**src/rtl/cig_pkg.sv**
```systemverilog
`timescale 1ns/1ps
package cig_pkg;
  localparam int PRIO_W = 5;
  localparam int VEC_W  = 8;
  localparam int TPR_W  = 4;
  localparam int DATA_W = 32;
  localparam int WD_W   = 8;

  typedef enum logic [2:0] {
    RA_TPR  = 3'd0,
    RA_WHO  = 3'd1,
    RA_ACK  = 3'd2,
    RA_EOI  = 3'd3,
    RA_SPUR = 3'd4
  } reg_addr_e;
endpackage

```
**src/rtl/cig_prio_pick.sv**
```systemverilog
`timescale 1ns/1ps
module cig_prio_pick #(
  parameter int N  = 64,
  parameter int PW = 5,
  parameter int IW = 6
) (
  input  logic [N-1:0]    req_i,
  input  logic [N*PW-1:0] prio_i,
  output logic            found_o,
  output logic [IW-1:0]   idx_o
);
  logic [PW-1:0] best;

  // ascending scan; strictly greater replaces, so lowest index keeps ties
  always_comb begin
    found_o = 1'b0;
    idx_o   = '0;
    best    = '0;
    for (int i = 0; i < N; i++) begin
      if (req_i[i] && (!found_o || (prio_i[i*PW +: PW] > best))) begin
        found_o = 1'b1;
        idx_o   = IW'(i);
        best    = prio_i[i*PW +: PW];
      end
    end
  end
endmodule

```
**src/rtl/cig_regfile.sv**
```systemverilog
`timescale 1ns/1ps
module cig_regfile
  import cig_pkg::*;
#(
  parameter int CPU_ID = 0
) (
  input  logic              clk,
  input  logic              rst_n,
  input  logic              rd_i,
  input  logic              wr_i,
  input  logic [2:0]        addr_i,
  input  logic [WD_W-1:0]   wdata_i,
  input  logic [VEC_W-1:0]  ack_data_i,
  output logic [TPR_W-1:0]  tpr_o,
  output logic [VEC_W-1:0]  spur_o,
  output logic [DATA_W-1:0] rdata_o
);
  logic [TPR_W-1:0]  tpr_q,   tpr_d;
  logic [VEC_W-1:0]  spur_q,  spur_d;
  logic [DATA_W-1:0] rdata_q, rdata_d;
  logic              tpr_en, spur_en;

  assign tpr_en  = wr_i && (addr_i == RA_TPR);
  assign spur_en = wr_i && (addr_i == RA_SPUR);
  assign tpr_d   = wdata_i[TPR_W-1:0];
  assign spur_d  = wdata_i[VEC_W-1:0];

  always_comb begin
    case (addr_i)
      RA_TPR:  rdata_d = DATA_W'(tpr_q);
      RA_WHO:  rdata_d = DATA_W'(CPU_ID);
      RA_ACK:  rdata_d = DATA_W'(ack_data_i);
      RA_EOI:  rdata_d = '0;
      RA_SPUR: rdata_d = DATA_W'(spur_q);
      default: rdata_d = '1;
    endcase
  end

  always_ff @(posedge clk or negedge rst_n) begin
    if (!rst_n) begin
      tpr_q   <= '1;
      spur_q  <= '1;
      rdata_q <= '0;
    end else begin
      if (tpr_en)  tpr_q   <= tpr_d;
      if (spur_en) spur_q  <= spur_d;
      if (rd_i)    rdata_q <= rdata_d;
    end
  end

  assign tpr_o   = tpr_q;
  assign spur_o  = spur_q;
  assign rdata_o = rdata_q;
endmodule

```
**src/rtl/cpu_intr_gate.sv**
```systemverilog
`timescale 1ns/1ps
module cpu_intr_gate
  import cig_pkg::*;
#(
  parameter int N      = 64,
  parameter int CPU_ID = 0,
  localparam int IW    = (N > 1) ? $clog2(N) : 1
) (
  input  logic                clk,
  input  logic                rst_n,
  input  logic                fwd_valid_i,
  input  logic [IW-1:0]       fwd_idx_i,
  input  logic [N*PRIO_W-1:0] src_prio_i,
  input  logic [N*VEC_W-1:0]  src_vec_i,
  input  logic [N-1:0]        src_active_i,
  input  logic [N-1:0]        src_level_i,
  input  logic                reg_rd_i,
  input  logic                reg_wr_i,
  input  logic [2:0]          reg_addr_i,
  input  logic [WD_W-1:0]     reg_wdata_i,
  output logic [DATA_W-1:0]   reg_rdata_o,
  output logic                irq_o,
  output logic                act_set_o,
  output logic [IW-1:0]       act_set_idx_o,
  output logic                act_clr_o,
  output logic [IW-1:0]       act_clr_idx_o,
  output logic                pend_clr_o
);
  logic [N-1:0]       raised_q, raised_d, serv_q, serv_d, serv_left;
  logic               raised_en, serv_en;
  logic               irq_q, irq_d, irq_en;
  logic [TPR_W-1:0]   tpr;
  logic [VEC_W-1:0]   spur;
  logic [VEC_W-1:0]   ack_data;

  logic               r_found, s_found, a_found;
  logic [IW-1:0]      r_idx, s_idx, a_idx;
  logic [PRIO_W-1:0]  r_prio, a_prio, fwd_prio;
  logic [N-1:0]       s_onehot;

  logic fwd_ok, fwd_accept, fwd_above;
  logic ack_req, ack_hit, ack_stale, ack_ok, w_level;
  logic eoi_req, eoi_raise;

  // winner searches over raised, in-service and in-service-after-retire
  cig_prio_pick #(.N(N), .PW(PRIO_W), .IW(IW)) u_pick_raised (
    .req_i(raised_q), .prio_i(src_prio_i), .found_o(r_found), .idx_o(r_idx));

  cig_prio_pick #(.N(N), .PW(PRIO_W), .IW(IW)) u_pick_serv (
    .req_i(serv_q), .prio_i(src_prio_i), .found_o(s_found), .idx_o(s_idx));

  assign s_onehot  = s_found ? ({{(N-1){1'b0}}, 1'b1} << s_idx) : '0;
  assign serv_left = serv_q & ~s_onehot;

  cig_prio_pick #(.N(N), .PW(PRIO_W), .IW(IW)) u_pick_left (
    .req_i(serv_left), .prio_i(src_prio_i), .found_o(a_found), .idx_o(a_idx));

  cig_regfile #(.CPU_ID(CPU_ID)) u_regs (
    .clk(clk), .rst_n(rst_n), .rd_i(reg_rd_i), .wr_i(reg_wr_i),
    .addr_i(reg_addr_i), .wdata_i(reg_wdata_i), .ack_data_i(ack_data),
    .tpr_o(tpr), .spur_o(spur), .rdata_o(reg_rdata_o));

  assign r_prio   = src_prio_i[r_idx * PRIO_W +: PRIO_W];
  assign a_prio   = src_prio_i[a_idx * PRIO_W +: PRIO_W];
  assign fwd_prio = src_prio_i[fwd_idx_i * PRIO_W +: PRIO_W];

  // forward path
  assign fwd_ok     = fwd_valid_i && (int'(fwd_idx_i) < N);
  assign fwd_accept = fwd_ok && (fwd_prio > {1'b0, tpr}) && !raised_q[fwd_idx_i];
  assign fwd_above  = !r_found || (fwd_prio > r_prio);

  // acknowledge path
  assign ack_req   = reg_rd_i && (reg_addr_i == RA_ACK);
  assign ack_hit   = ack_req && r_found;
  assign w_level   = src_level_i[r_idx];
  assign ack_stale = !src_active_i[r_idx] || !(r_prio > {1'b0, tpr});
  assign ack_ok    = ack_hit && !ack_stale;
  assign ack_data  = (r_found && !ack_stale) ? src_vec_i[r_idx * VEC_W +: VEC_W] : spur;

  // end-of-interrupt path
  assign eoi_req   = reg_wr_i && (reg_addr_i == RA_EOI);
  assign eoi_raise = eoi_req && r_found && (!a_found || (r_prio > a_prio));

  // raised set
  assign raised_en = fwd_accept || ack_hit;
  always_comb begin
    raised_d = raised_q;
    if (fwd_accept) raised_d[fwd_idx_i] = 1'b1;
    if (ack_hit)    raised_d[r_idx]     = 1'b0;
  end

  // in-service set
  assign serv_en = ack_ok || (eoi_req && s_found);
  always_comb begin
    serv_d = serv_q;
    if (eoi_req && s_found) serv_d[s_idx] = 1'b0;
    if (ack_ok)             serv_d[r_idx] = 1'b1;
  end

  // request level
  assign irq_en = (fwd_accept && fwd_above) || eoi_raise || ack_ok;
  always_comb begin
    if ((fwd_accept && fwd_above) || eoi_raise) irq_d = 1'b1;
    else                                         irq_d = 1'b0;
  end

  always_ff @(posedge clk or negedge rst_n) begin
    if (!rst_n) begin
      raised_q <= '0;
      serv_q   <= '0;
      irq_q    <= 1'b0;
    end else begin
      if (raised_en) raised_q <= raised_d;
      if (serv_en)   serv_q   <= serv_d;
      if (irq_en)    irq_q    <= irq_d;
    end
  end

  assign irq_o         = irq_q;
  assign act_set_o     = fwd_accept;
  assign act_set_idx_o = fwd_idx_i;
  assign act_clr_o     = ack_hit && (ack_stale || !w_level);
  assign act_clr_idx_o = r_idx;
  assign pend_clr_o    = ack_hit && !w_level;
endmodule

```
**config.mk**
```make
export PLATFORM = sky130hd
export DESIGN_NAME = cpu_intr_gate
export DESIGN_NICKNAME = d
export VERILOG_FILES = /design/src/rtl/cig_pkg.sv /design/src/rtl/cig_prio_pick.sv /design/src/rtl/cig_regfile.sv /design/src/rtl/cpu_intr_gate.sv
export SDC_FILE = /design/constraint.sdc
export NUM_CORES = 2
export LEC_CHECK = 0
export BUFFER_PORTS_ARGS = -buffer_cell sky130_fd_sc_hd__buf_4
export CELL_PAD_IN_SITES_DETAIL_PLACEMENT = 1
export CELL_PAD_IN_SITES_GLOBAL_PLACEMENT = 1
export CORE_MARGIN = 2
export CORE_UTILIZATION = 39
export CTS_BUF_LIST = sky130_fd_sc_hd__clkbuf_2
export DETAILED_ROUTE_END_ITERATION = 8
export PLACE_DENSITY_LB_ADDON = 0.05
export SKIP_LAST_GASP = 1
export SLEW_MARGIN = 40
export SYNTH_ARGS = -nofsm -noshare
export SYNTH_HDL_FRONTEND = slang
export SYNTH_SLANG_ARGS = --single-unit
```
**constraint.sdc**
```tcl
create_clock -name clk -period 238.5 [get_ports clk]
set_clock_uncertainty 0.2 [all_clocks]
set_input_delay 47.7 -clock clk [delete_from_list [all_inputs] [get_ports clk]]
set_output_delay 47.7 -clock clk [all_outputs]
set_load 0.005 [all_outputs]
```
==> flow_metrics.env, run 1 <==
export IMPL_synth_nets=11173
export IMPL_ctsRootBufferMaster="clkbuf_2"
export IMPL_avgSynthCellArea_um2=7.10
export IMPL_rows=151
export IMPL_ys_seq_area_share_pct=5.68
export IMPL_synth_compound_area_share_pct=35.4
export IMPL_synthArstFlopShare_pct=100
export IMPL_error="[ERROR GRT-0232] Routing congestion too high. Check the congestion heatmap in the GUI."
export IMPL_synth_top_area_cell="ha_1"
export IMPL_ys_types=206
export IMPL_yosys_area_share_simple_pct=23.2
export IMPL_grt_usage_pct=68.5
export IMPL_port_buffers=1029
export IMPL_die_w_um=416
export IMPL_numCtsBuffers=17
export IMPL_ys_top_cells_by_area="ha_1 (16%), o21ai_0 (6.5%), nand2_1 (5.6%)"
export IMPL_clock_sinks=150
export IMPL_io_pin_count=1030
export IMPL_synth_cells=9340
export IMPL_die_h_um=416
export IMPL_synthMuxAreaShare_pct=9.51
export IMPL_synth_fa_ha_area_share_pct=16.2
export IMPL_ys_ff_latch=150
export IMPL_pre_cts_slack_ps=-27110
export IMPL_outcome="did not finish"
export IMPL_overflow=12
export IMPL_worst_endpoint="irq_o$_DFFE_PN0P_/D"
export IMPL_synth_edff_count=0
export IMPL_synth_commonest_cells="nand2_1 (998), o21ai_0 (862), ha_1 (851)"
export IMPL_dp_cells=14071
export IMPL_grt_max_degree=62
export IMPL_worst_ep_kind="register input"
export IMPL_yosysMostFrequentCell="nand2_1"
export IMPL_gp_congestion=1.14
export IMPL_synth_top_area_share_pct=16.1
export IMPL_start_util_pct=39.2
export IMPL_dpl_hpwl_um=408000
export IMPL_synth_top_flop_cell="dfrtp_1"
export IMPL_yosys_warnings=0
export IMPL_stop_stage="global routing"
export IMPL_synth_xor_area_share_pct=1.01
export IMPL_placed_area_um2=91500
export IMPL_cts_buffer_depth=2
export IMPL_htree_levels=4
export IMPL_synth_top_family_by_area="compound AO/OA/AOI/OAI gates"
export IMPL_synth_area_um2=66300
kinds of logic after synthesis:
kind of cell / after synthesis
mux: 555
buf+inv: 1069
simple gates: 3094
compound gates: 3536
fa+ha+maj: 860
flops: 150
xor+xnor: 76
per-stage QoR:
| step | utilization [%] | hold slack, ps | setup TNS [ps] |
|---|---|---|---|
| after floorplan | - | 277 | -11830 |
| after global placement | 53.9 | 295 | -14270 |
| after detailed placement | 54.1 | 304 | -27110 |
| after CTS | 56.5 | 366 | -18250 |
per-layer routing:
metal | global-route usage (%) | overflow
met1 | 69.3 | 0
met2 | 90.5 | 4
met3 | 44.7 | 0
met4 | 70.6 | 8
met5 | 9.22 | 0
repair_timing:
action | CTS
gates resized for setup | 404
pin swaps | 341
hold buffers | 0
setup endpoints to repair | 1
gates cloned | 5
buffers inserted | 277
==> inputs of run 2 (changes only) <==
--- a/config.mk
+++ b/config.mk
@@ -6,13 +6,10 @@
 export NUM_CORES = 2
 export LEC_CHECK = 0
 export BUFFER_PORTS_ARGS = -buffer_cell sky130_fd_sc_hd__buf_4
-export CELL_PAD_IN_SITES_DETAIL_PLACEMENT = 1
-export CELL_PAD_IN_SITES_GLOBAL_PLACEMENT = 1
 export CORE_MARGIN = 2
-export CORE_UTILIZATION = 39
-export CTS_BUF_LIST = sky130_fd_sc_hd__clkbuf_2
+export CORE_UTILIZATION = 25
 export DETAILED_ROUTE_END_ITERATION = 8
-export PLACE_DENSITY_LB_ADDON = 0.05
+export PLACE_DENSITY_LB_ADDON = 0.15
 export SKIP_LAST_GASP = 1
 export SLEW_MARGIN = 40
 export SYNTH_ARGS = -nofsm -noshare
==> constraint.sdc (replaced) <==
create_clock -name clk -period 310.1 [get_ports clk]
set_clock_uncertainty 0.2 [all_clocks]
set_input_delay 62.02 -clock clk [delete_from_list [all_inputs] [get_ports clk]]
set_output_delay 62.02 -clock clk [all_outputs]
set_load 0.005 [all_outputs]
==> run 2 against run 1 <==
The flow now finishes without violations. Synthesized cell count unchanged. Area after synthesis unchanged.
==> flow_metrics.env, run 2 <==
export IMPL_outcome="completed"
export IMPL_fillers=29055
export IMPL_placed_area_um2=77200
export IMPL_synthArstFlopShare_pct=100
export IMPL_ys_seq_area_share_pct=5.68
export IMPL_dpl_hpwl_um=406000
export IMPL_wl_um=509000
export IMPL_maxCapViolations=0
export IMPL_port_buffers=1029
export IMPL_final_cell_mix="buf_4 (1353), nand2_1 (977), ha_1 (851), o21ai_0 (789), nor2_1 (701)"
export IMPL_gr_usage_met2_pct=51.3
export IMPL_ctsRootBufferMaster="clkbuf_16"
export IMPL_regToRegStartpoint="serv_q[0]$_DFFE_PN0P_"
export IMPL_ctsHoldBuffers=0
export IMPL_fin_crit_ps=296360
export IMPL_cp_required_ps=310300
export IMPL_grt_busiest_layer="met2"
export IMPL_die_w_um=519
export IMPL_drt_initial_drc_count=11475
export IMPL_holdPathStages=2
export IMPL_synth_edff_count=0
export IMPL_synth_nets=11173
export IMPL_crit_fanout=13
export IMPL_cpPeakStageDelay_ps=820
export IMPL_r2r_cells=1191
export IMPL_final_hold_violation_count=0
export IMPL_ys_ff_latch=150
export IMPL_avgSynthCellArea_um2=7.10
export IMPL_cts_tree="yes"
export IMPL_cp_slowest_cell="a211oi_1"
export IMPL_dr_pass1_iters=9
export IMPL_antenna_left=0
export IMPL_fin_area_um2=81000
export IMPL_grt_usage_pct=35.1
export IMPL_synth_area_um2=66300
export IMPL_numCtsBuffers=17
export IMPL_yosysMostFrequentCell="nand2_1"
export IMPL_drc=0
export IMPL_ys_top_cells_by_area="ha_1 (16%), o21ai_0 (6.5%), nand2_1 (5.6%)"
export IMPL_multi_input_area_um2=59200
export IMPL_min_delay_start="u_regs.rdata_o[0]$_DFFE_PN0P_"
export IMPL_post_drt_wl_per_cell_um=36.7
export IMPL_nets=12103
export IMPL_drive_gt1_share_pct=25.6
export IMPL_clkLatencyLatePin_ps=570
export IMPL_yosys_warnings=0
export IMPL_tightest_slew_ps=1050
export IMPL_antenna_found_initial=130
export IMPL_rows=189
export IMPL_post_route_period_util_pct=95.6
export IMPL_crit_path_end_kind="flip-flop"
export IMPL_clock_sinks=150
export IMPL_viasPerCell=6.31
export IMPL_gp_congestion=1.05
export IMPL_grt_pass1_wl_um=668000
export IMPL_path_class="in2reg"
export IMPL_dieArea_um2=269000
export IMPL_clk_pin_slew_ps=80
export IMPL_slew_violations=0
export IMPL_vias=87578
export IMPL_syn2layout_area_growth_pct=22.1
export IMPL_hold_class="reg2reg"
export IMPL_arrival_ps=296560
export IMPL_synth_commonest_cells="nand2_1 (998), o21ai_0 (862), ha_1 (851)"
export IMPL_htree_levels=4
export IMPL_io_pin_count=1030
export IMPL_crit_top_cell="ha_1"
export IMPL_synth_top_area_cell="ha_1"
export IMPL_synth_top_area_share_pct=16.1
export IMPL_synth_cells=9340
export IMPL_die_h_um=519
export IMPL_rr_endpoint="irq_o$_DFFE_PN0P_"
export IMPL_min_to="u_regs.rdata_o[0]$_DFFE_PN0P_"
export IMPL_setup_violations=0
export IMPL_fmax_mhz=3.37
export IMPL_r2r_slack_ps=74560
export IMPL_mostFrequentLayoutCell="buf_4"
export IMPL_seqCellArea_um2=3770
export IMPL_grt_use_met1_pct=47.1
export IMPL_overflow=0
export IMPL_globalRouteMet3Util_pct=9.48
export IMPL_grt_pass1_vias=79607
export IMPL_slew_headroom_pct=29.6
export IMPL_start_util_pct=25.1
export IMPL_synth_top_flop_cell="dfrtp_1"
export IMPL_startpoint_type="primary input"
export IMPL_cts_buffer_depth=2
export IMPL_core_area_um2=265000
export IMPL_grt_max_degree=73
export IMPL_ys_types=206
-- run 2: cell counts after synthesis --
No cell type changed its count.
-- run 2: timing repair --
action / 4_1_cts / 5_1_grt
pin swaps: 1 / 68
setup endpoints to repair: 1 / 1
resized for setup: 40 / 337
setup buffers: 7 / 137
gates cloned: 0 / 17
-- run 2: worst max path at each step --
stage	start	end	slack, ps	cells after the start
floorplan	src_prio_i[3]	irq_o$_DFFE_PN0P_	26220	1172
global placement	src_prio_i[3]	irq_o$_DFFE_PN0P_	-3020	1169
detailed placement	src_prio_i[3]	irq_o$_DFFE_PN0P_	-6150	830
CTS	src_prio_i[3]	irq_o$_DFFE_PN0P_	80	812
global route	src_prio_i[3]	irq_o$_DFFE_PN0P_	-1180	803
finish	src_prio_i[4]	irq_o$_DFFE_PN0P_	13740	809
-- run 2: cell type report --
cell class,count,area share [%]
tap,3533,5.46
antenna,60,0.185
timing repair buffer,1380,13.1
clock inverter,13,0.198
clock buffer,19,0.547
inverter,586,2.74
multi-input combinational,8135,73.1
sequential,150,4.65
-- run 2: worst max-delay path: cells and delay by family --
| family | cells | cell delay, ps |
|---|---|---|
| AOI/OAI and AO/OA | 376 | 70890 |
| and+or+nand+nor | 235 | 34850 |
| adders and majority gates | 87 | 25800 |
| muxes | 53 | 16460 |
| buffers and inverters | 58 | 6240 |
-- run 2: cell families (layout without fill, tap and decap cells) --
kind of cell	count (synthesis)	after routing	share of synthesized area [%]
multiplexers	555	555	9.51
other	0	60	0
flip-flops	150	150	5.68
adder cells (fa/ha/maj)	860	860	16.2
AO/OA/AOI/OAI	3536	3545	35.4
AND/OR/NAND/NOR	3094	3099	23.2
XOR/XNOR	76	76	1.01
buffers and inverters	1069	1998	8.99
-- run 2: per-layer routing --
metal	wire, um	share of wire, %
met1	214000	42
met2	208000	41
met4	31300	6.1
met5	398	0.078
met3	55400	11
-- run 2: through the flow --
step | hold WS [ps] | std cells | setup WS, ps | TNS [ps] | utilization, %
after floorplan | 285 | 9340 | 26220 | 0 | -
final | 329 | 13876 | 13740 | 0 | 30.6
after global routing | 368 | 13841 | -1180 | -1180 | 30.6
after CTS | 333 | 13661 | 76.2 | 0 | 29.5
after detailed placement | 315 | 13622 | -6150 | -6150 | 29.2
after global placement | 311 | 13619 | -3020 | -3020 | 29.0
Power of run 2 is left out: the tool's default activity adds up to more than one toggle a clock period on the data nets, which glitch-free logic cannot reach.
